===== config.mk =====
export PLATFORM = sky130hd
export DESIGN_NAME = spi_hold_slave
export DESIGN_NICKNAME = d
export VERILOG_FILES = /design/src/rtl/spi_hold_pkg.sv /design/src/rtl/spi_sync.sv /design/src/rtl/spi_edge_ctl.sv /design/src/rtl/spi_byte_engine.sv /design/src/rtl/spi_hold_slave.sv
export SDC_FILE = /design/constraint.sdc
export NUM_CORES = 1
export LEC_CHECK = 0
export BUFFER_PORTS_ARGS = -buffer_cell sky130_fd_sc_hd__clkbuf_2
export CORE_MARGIN = 2
export CORE_UTILIZATION = 59
export DETAILED_ROUTE_END_ITERATION = 7
export PLACE_DENSITY = 0.87
export SLEW_MARGIN = 15
export SYNTH_ARGS = -nofsm -noshare
export SYNTH_HDL_FRONTEND = slang
export SYNTH_SLANG_ARGS = --single-unit

===== constraint.sdc =====
create_clock -name clk -period 6.1 [get_ports clk]
set_input_delay 0.305 -clock clk [delete_from_list [all_inputs] [get_ports clk]]
set_output_delay 0.305 -clock clk [all_outputs]
set_load 0.05 [all_outputs]

===== src/rtl/spi_hold_pkg.sv =====
package spi_hold_pkg;
  typedef enum logic [1:0] {
    PH_IDLE = 2'd0,
    PH_ADDR = 2'd1,
    PH_LIVE = 2'd2,
    PH_DEAF = 2'd3
  } phase_e;
endpackage


===== src/rtl/spi_sync.sv =====
module spi_sync #(
  parameter int W      = 1,
  parameter int STAGES = 2
) (
  input  logic         clk,
  input  logic         rst,
  input  logic [W-1:0] d,
  output logic [W-1:0] q
);
  logic [W-1:0] chain [STAGES];

  for (genvar s = 0; s < STAGES; s++) begin : g_stage
    if (s == 0) begin : g_first
      always_ff @(posedge clk) begin
        if (rst) chain[0] <= '0;
        else     chain[0] <= d;
      end
    end else begin : g_rest
      always_ff @(posedge clk) begin
        if (rst) chain[s] <= '0;
        else     chain[s] <= chain[s-1];
      end
    end
  end

  assign q = chain[STAGES-1];
endmodule


===== src/rtl/spi_edge_ctl.sv =====
module spi_edge_ctl (
  input  logic clk,
  input  logic rst,
  input  logic sck_s,
  input  logic cs_n_s,
  input  logic hold_n_s,
  output logic sck_rise,
  output logic sck_fall,
  output logic cs_fall,
  output logic sel_drop,
  output logic paused
);
  logic sck_q;
  logic cs_q;

  always_ff @(posedge clk) begin
    if (rst) begin
      sck_q  <= 1'b0;
      cs_q   <= 1'b0;
      paused <= 1'b0;
    end else begin
      sck_q <= sck_s;
      cs_q  <= cs_n_s;
      // the pause flag follows the pin only in the clock-low phase
      if (!sck_s) paused <= !hold_n_s;
    end
  end

  assign sck_rise = sck_s & ~sck_q & ~paused;
  assign sck_fall = ~sck_s & sck_q & ~paused;
  assign cs_fall  = cs_q & ~cs_n_s;
  assign sel_drop = cs_n_s;

  AST_PAUSE_LOW_PHASE: assert property (@(posedge clk) disable iff (rst)
    (paused != $past(paused)) |-> !$past(sck_s));
endmodule


===== src/rtl/spi_byte_engine.sv =====
module spi_byte_engine
  import spi_hold_pkg::*;
#(
  parameter int BYTE_W   = 8,
  parameter int ADDR_W   = 2,
  parameter logic [BYTE_W-ADDR_W-1:0] DEV_CODE = 6'b101000
) (
  input  logic              clk,
  input  logic              rst,
  input  logic              sck_rise,
  input  logic              sck_fall,
  input  logic              cs_fall,
  input  logic              sel_drop,
  input  logic              si_s,
  input  logic [ADDR_W-1:0] strap,
  input  logic [BYTE_W-1:0] tx_byte,
  output logic [BYTE_W-1:0] rx_data,
  output logic              rx_valid,
  output logic              rx_first,
  output logic              so,
  output logic              so_oe
);
  localparam int CNT_W = $clog2(BYTE_W);
  localparam logic [CNT_W-1:0] LAST_BIT = CNT_W'(BYTE_W - 1);

  phase_e            ph;
  logic [BYTE_W-1:0] rx_sh;
  logic [BYTE_W-1:0] tx_sh;
  logic [CNT_W-1:0]  bitcnt;
  logic              first_pend;
  logic [BYTE_W-1:0] rx_next;
  logic              last;
  logic              shifting;

  assign rx_next  = {rx_sh[BYTE_W-2:0], si_s};
  assign last     = (bitcnt == LAST_BIT);
  assign shifting = (ph == PH_ADDR) || (ph == PH_LIVE);

  always_ff @(posedge clk) begin
    if (rst) begin
      ph         <= PH_IDLE;
      rx_sh      <= '0;
      tx_sh      <= '0;
      bitcnt     <= '0;
      first_pend <= 1'b0;
      rx_data    <= '0;
      rx_valid   <= 1'b0;
      rx_first   <= 1'b0;
      so         <= 1'b0;
    end else begin
      rx_valid <= 1'b0;
      if (sel_drop) begin
        ph     <= PH_IDLE;
        bitcnt <= '0;
      end else if (cs_fall) begin
        ph     <= PH_ADDR;
        bitcnt <= '0;
      end else if (shifting) begin
        if (sck_rise) begin
          rx_sh  <= rx_next;
          bitcnt <= last ? '0 : bitcnt + CNT_W'(1);
          if (last) begin
            if (ph == PH_ADDR) begin
              if (rx_next == {DEV_CODE, strap}) begin
                ph         <= PH_LIVE;
                tx_sh      <= tx_byte;
                first_pend <= 1'b1;
              end else begin
                ph <= PH_DEAF;
              end
            end else begin
              rx_data    <= rx_next;
              rx_valid   <= 1'b1;
              rx_first   <= first_pend;
              first_pend <= 1'b0;
              tx_sh      <= tx_byte;
            end
          end
        end else if (sck_fall && ph == PH_LIVE) begin
          so    <= tx_sh[BYTE_W-1];
          tx_sh <= {tx_sh[BYTE_W-2:0], 1'b0};
        end
      end
    end
  end

  assign so_oe = (ph == PH_LIVE);

  AST_STROBE_SINGLE: assert property (@(posedge clk) disable iff (rst)
    rx_valid |=> !rx_valid);
  AST_STROBE_FROM_LIVE: assert property (@(posedge clk) disable iff (rst)
    rx_valid |-> ($past(ph) == PH_LIVE));
  AST_DEAF_STAYS: assert property (@(posedge clk) disable iff (rst)
    (ph == PH_DEAF && !sel_drop) |=> (ph == PH_DEAF));
  AST_OE_DROPS: assert property (@(posedge clk) disable iff (rst)
    sel_drop |=> !so_oe);
  AST_START_ON_FALL: assert property (@(posedge clk) disable iff (rst)
    (ph == PH_IDLE && !cs_fall) |=> (ph == PH_IDLE));
endmodule


===== src/rtl/spi_hold_slave.sv =====
module spi_hold_slave #(
  parameter int BYTE_W      = 8,
  parameter int ADDR_W      = 2,
  parameter int SYNC_STAGES = 2,
  parameter logic [BYTE_W-ADDR_W-1:0] DEV_CODE = 6'b101000
) (
  input  logic              clk,
  input  logic              rst,
  input  logic              sck,
  input  logic              cs_n,
  input  logic              hold_n,
  input  logic              si,
  input  logic [ADDR_W-1:0] strap,
  input  logic              wp_n,
  input  logic [BYTE_W-1:0] tx_byte,
  input  logic              nvw_req,
  output logic              so,
  output logic              so_oe,
  output logic [BYTE_W-1:0] rx_data,
  output logic              rx_valid,
  output logic              rx_first,
  output logic              nvw_go
);
  localparam int NSYNC = 5;

  logic [NSYNC-1:0] pins_s;
  logic sck_s, cs_n_s, hold_n_s, si_s, wp_s;
  logic sck_rise, sck_fall, cs_fall, sel_drop, paused;

  spi_sync #(.W(NSYNC), .STAGES(SYNC_STAGES)) u_sync (
    .clk (clk),
    .rst (rst),
    .d   ({sck, cs_n, hold_n, si, wp_n}),
    .q   (pins_s)
  );

  assign {sck_s, cs_n_s, hold_n_s, si_s, wp_s} = pins_s;

  spi_edge_ctl u_edge (
    .clk      (clk),
    .rst      (rst),
    .sck_s    (sck_s),
    .cs_n_s   (cs_n_s),
    .hold_n_s (hold_n_s),
    .sck_rise (sck_rise),
    .sck_fall (sck_fall),
    .cs_fall  (cs_fall),
    .sel_drop (sel_drop),
    .paused   (paused)
  );

  spi_byte_engine #(
    .BYTE_W   (BYTE_W),
    .ADDR_W   (ADDR_W),
    .DEV_CODE (DEV_CODE)
  ) u_eng (
    .clk      (clk),
    .rst      (rst),
    .sck_rise (sck_rise),
    .sck_fall (sck_fall),
    .cs_fall  (cs_fall),
    .sel_drop (sel_drop),
    .si_s     (si_s),
    .strap    (strap),
    .tx_byte  (tx_byte),
    .rx_data  (rx_data),
    .rx_valid (rx_valid),
    .rx_first (rx_first),
    .so       (so),
    .so_oe    (so_oe)
  );

  always_ff @(posedge clk) begin
    if (rst) nvw_go <= 1'b0;
    else     nvw_go <= nvw_req & wp_s;
  end

  AST_PROTECT_MASKS: assert property (@(posedge clk) disable iff (rst)
    !wp_s |=> !nvw_go);
  AST_PAUSE_NO_STROBE: assert property (@(posedge clk) disable iff (rst)
    paused |=> !rx_valid);
endmodule


# == Word-level counts from Yosys, hierarchy flattened ==
# Memory sizes are Yosys's and may differ from the RTL's.
# Index checks and enable logic that the tools add are counted.
# classes
add_sub_neg,1
eq_ne,7
mux,20
bitwise,17
reduce_logical,19
# op_table
cell,count
$mux W8,5
$reduce_and A6 Y1,3
$mux W1,12
$reduce_and A4 Y1,3
$mux W5,2
$reduce_bool A2 Y1,5
$not A1 Y1,9
$eq A8 B8 Y1,1
$and A1 B1 Y1,6
$reduce_or A6 Y1,1
$reduce_and A5 Y1,1
$add A3 B1 Y3 const B,1
$eq A3 B3 Y1 const B,1
$mux W3,1
$ne A3 B3 Y1 const B,1
$reduce_or A3 Y1,1
$eq A2 B1 Y1 const B,1
$eq A2 B2 Y1 const B,1
$ne A2 B1 Y1 const B,1
$ne A2 B2 Y1 const B,1
$or A1 B1 Y1,2
$reduce_and A2 Y1,1
$reduce_or A2 Y1,1
$logic_and A1 B1 Y1,1
2 further kinds,2
# totals
register_bits,36
ramBits,10
elab_cells,79
memories,1
# mem_list
memory,depth,width,rd,rd_ports_with_merged_regs,write_ports,line,text
u_sync.chain,2,5,2,0,2,spi_sync.sv:10,logic [W-1:0] chain [STAGES];

# == Depth between registers and ports, before layout ==
# An unclocked memory read counts as a cell.
# logic_depth
ltp_word,8
mapped_depth,7
depth_no_buf,6

# == Cells and area by module ==
# Synthesis repeated with hierarchy kept, for this count alone.
# unflattened
cells_unflattened,169
hier_area_um2,1790.5
# modules_own_cells
module,n_inst,cells_per_inst,area_each_um2
spi_byte_engine,1,135,1367.6
spi_sync,1,20,262.8
spi_edge_ctl,1,12,131.4
spi_hold_slave,1,2,28.8

# == Least setup slack after synthesis ==
# No wires, ideal clock.
# synth_path
path_type,register to register
startpoint,register u_eng.bitcnt[0]
endpoint,register u_eng.tx_sh[1]
arrival_ns,1.887
required_time_ns,5.979
slack_ns,4.092
path_stages_with_launch,7
synth_period_minus_slack_ns,2.008
path_cell_list,dfxtp_1 -> ha_1 -> ha_1 -> or4bb_1 -> a21oi_1 -> a31oi_4 -> mux2_4
# synth_between
elab_chain_len,3
# synth_lines
item,line,text
"start, declared",spi_byte_engine.sv:29,logic [CNT_W-1:0] bitcnt;
"start signal, assigned",spi_byte_engine.sv:61,bitcnt <= last ? '0 : bitcnt + CNT_W'(1);
$eq A3 B3 Y1,spi_byte_engine.sv:36,assign last = (bitcnt == LAST_BIT);
$ne A2 B1 Y1 (no line),-,
$reduce_and A6 Y1 (no line),-,
"end signal, assigned",spi_byte_engine.sv:66,tx_sh <= tx_byte;
"end signal, assigned",spi_byte_engine.sv:76,tx_sh <= tx_byte;
"end signal, assigned",spi_byte_engine.sv:81,"tx_sh <= {tx_sh[BYTE_W-2:0], 1'b0};"
"end, declared",spi_byte_engine.sv:28,logic [BYTE_W-1:0] tx_sh;
# Every way passes these cells.
# A chain may end at the register's enable or synchronous reset.

==> key figures <==
Die
  • Initial cell density of the core: a little over three fifths
  • Chip Width: roughly 60 µm
  • Row count: 20
  • IO Count: 31
  • Area enclosed by the die boundary: between 3000 and 4000 µm²
  • Floorplan Core Area: 3080 µm²
  • Die Y-Extent: about 60 µm

Yosys
  • Summed instance area of the synthesized netlist: between 1500 and 2000 µm²
  • Post-synthesis instance total: approximately 190
  • Average cell area after synthesis: a little over 10 µm²
  • Number of nets in the synthesized netlist: 207
  • Distinct cell type count after synthesis: 34
  • Most common flop cell mapped by yosys: sky130_fd_sc_hd__dfxtp_1
  • Sequential area share after synthesis: approximately 48%
  • Number of enable-type register cells in the synthesized netlist: 0
  • Count of warnings emitted by yosys: 0
  • Number of flip-flops and latches in the synthesized netlist: 46
  • Asr flop ratio synth: 0%

Detailed routing
  • Vias after detailed routing: between 1,000 and 1,500
  • Starting DRT DRC Count: 52
  • Average via count per standard cell: about 5.2
  • Final WL: roughly 3200 µm
  • DRC violations left: 0
  • Number of iterations in the first detailed-routing pass: 4
  • Routed WL per cell: ~12 µm
  • Residual antenna-violating net count after detailed routing: 0

STA
  • Final-report hold violation count: 0
  • Fin Clk Skew: approximately 9.0 ps
  • Post-route setup TNS: 0 ps
  • Final worst path period need: roughly 2400 ps
  • Upper clock frequency limit: roughly 0.41 GHz
  • Setup repair after global routing missed its margin: false
  • Slew Limit Headroom: about two fifths
  • Total of endpoints with negative setup slack in the final report: 0
  • Final worst path period share: between 40 and 50%
  • Number of max-slew violations in the final report: 0
  • Slew at the pin closest to its max-slew limit: about 900 ps

Setup path
  • WP data arrival: 2680 ps
  • CP startpoint kind: flop
  • Critical path class: flop to flop
  • Number of buffer and inverter stages on the critical path: 0
  • Crit path cell chain: nor3b_2 > nand4b_1 > mux2i_1 > nor2_1
  • Type of destination of the critical path: flop
  • CP max stage cell: sky130_fd_sc_hd__nor3b_2
  • Max Fanout on Critical Path: 11
  • CP Data Required Time: roughly 6300 ps
  • CP peak stage delay: around 740 ps
  • Family with the most delay on the worst path: simple AND/OR/NAND/NOR gates

Power
  • Switching power share of the total: between 20% and 30%
  • Switching power: roughly 110 µW
  • Highest ir drop seen on vdd: ~0.00017 V
  • Total power per unit cell area: 238 nW/µm²
  • Relative contribution of sequential cells to total power: between 60% and 70%
  • Clock power share: a little over a third
  • Leakage dissipation: about 0.00096 µW
  • Internal power: between 400 and 500 µW
  • Comb pwr share: 4.1%

Finish
  • Area of all placed cells without fillers: about 2200 µm²
  • Number of diodes: 0
  • Count of non-filler cells in the finished layout: around 260
  • Most frequent cells in the layout: 46 x sky130_fd_sc_hd__dfxtp_1, 30 x sky130_fd_sc_hd__clkbuf_2, 25 x sky130_fd_sc_hd__nor2_1
  • Layout-stage area growth over the synthesis result: 12.0%
  • Layout cell share with drive strength beyond 1: between 20% and 30%
  • Most frequent standard cell in the layout excluding fill and tap cells: sky130_fd_sc_hd__dfxtp_1
  • Total number of nets in the final design: around 240

Global route
  • Maximum number of pins on one net before global-route repair: 51
  • Initial antenna violation count: 0
  • First-pass GRT wire length: roughly 5300 µm
  • Vias in the first global route: 1,164
  • Global route total overflow: 0
  • GRT Overall Usage: 20.0%

Place
  • Placed cell areas: about 2100 µm²
  • Buffers on Ports: 30
  • Routability Congestion: 0.743
  • Placed insts: about 250
  • Final HPWL from detailed placement: between 2000 and 2500 µm

Clocking
  • Clock buffer count from CTS: 5
  • # hold bufs at CTS: 0
  • Clock root buffer: sky130_fd_sc_hd__clkbuf_4
  • Deepest clock path buffer count: 2
  • Clock transition at the registers of the reported paths: about 130 ps
  • # resized after CTS: 0
  • Clock latency at the later pin of the worst-skew pair: 370 ps
  • Clock sinks: 46
  • CTS tree: yes
  • Number of buffers inserted to repair setup after CTS: 0
  • H-tree depth: 2

Status
  • Outcome: completed

Min path
  • Path type of the worst min-delay path: primary input to flop

Job
  • Maximum capacitance violations: 0
[per-stage QoR]
step / hold slack, ps / total power (µW) / setup WS (ps) / utilization (%)
after CTS: 123 / 515 / 3620 / 70.0
after global routing: 134 / 530 / 3440 / 70.0
after detailed placement: 420 / 335 / 3660 / 67.4
final: 135 / 512 / 3660 / 70.0
after global placement: 400 / 334 / 3750 / 67.4
after floorplan: 395 / 328 / 4090 / -
[Yosys cell counts, drive strengths merged (2+ instances only)]
cell,number,share of area (%)
mux2i,21,11
ha,4,2.6
and2b,7,3.2
clkbuf,4,1.3
nor2,25,4.9
inv,4,0.78
a21oi,10,2.6
dfxtp,46,48
nand3b,2,0.78
nand2,17,3.3
nand2b,2,0.78
a31oi,2,1.4
o21a,2,0.78
nor2b,12,3.9
mux2,7,5.5
buf,4,1.7
nor3,2,0.52
xor2,2,0.91
[routing by layer]
metal / track usage, % / wire [µm] / vias to the layer above / part of all wire, %
met3: 6.30 / 138 / 5 / 4.3
met1: 27.7 / 1490 / 620 / 47
met5: 0 / 0 / - / 0
met4: 9.32 / 41 / 0 / 1.3
li1: - / - / 682 / -
met2: 28.6 / 1520 / 34 / 48
[logic make-up after synthesis]
kind of cell,share of synthesized area [%]
buffers and inverters,3.77
adder cells (fa/ha/maj),2.60
multiplexers,16.4
AO/OA/AOI/OAI,5.07
flip-flops,47.9
AND/OR/NAND/NOR,23.4
XOR/XNOR,0.911
[path summary, 6_finish.rpt]
path / startpoint / cells past startpoint / to / slack, ps
max: u_sync.chain[1][4] / 4 / u_eng.rx_data[5] / 3660
min: cs_n / 2 / u_sync.chain[0][3] / 130
max reg2reg: u_sync.chain[1][4] / 4 / u_eng.rx_data[5] / 3660
min reg2reg: u_sync.chain[1][0] / 2 / nvw_go / 440
[state kept, by name (all words and copies together) (netlist names), 2 cells and up]
register       flops
u_sync.chain      10
u_eng.rx_data      8
u_eng.tx_sh        8
u_eng.rx_sh        7
u_eng.bitcnt       3
u_eng.ph           2
[area by class of cell]
class                           count  area, µm²
Inverter                            4       15.0
Timing Repair Buffer               30        150
Clock buffer                        6       41.3
Multi-Input combinational cell    127        935
Sequential cell                    46        921
Tap cell                           44       55.1
Clock inverter                      2       37.5
Fill cell                         241        923
[power by group through the flow]
stage / combinational [µW] / sequential, µW / clock [µW]
global placement: 20.8 / 314 / 0
CTS: 21.0 / 307 / 187
floorplan: 14.5 / 313 / 0
detailed placement: 20.9 / 314 / 0
global route: 23.4 / 308 / 198
finish: 20.8 / 307 / 184
No activity file was read; power rests on OpenSTA's default activity.
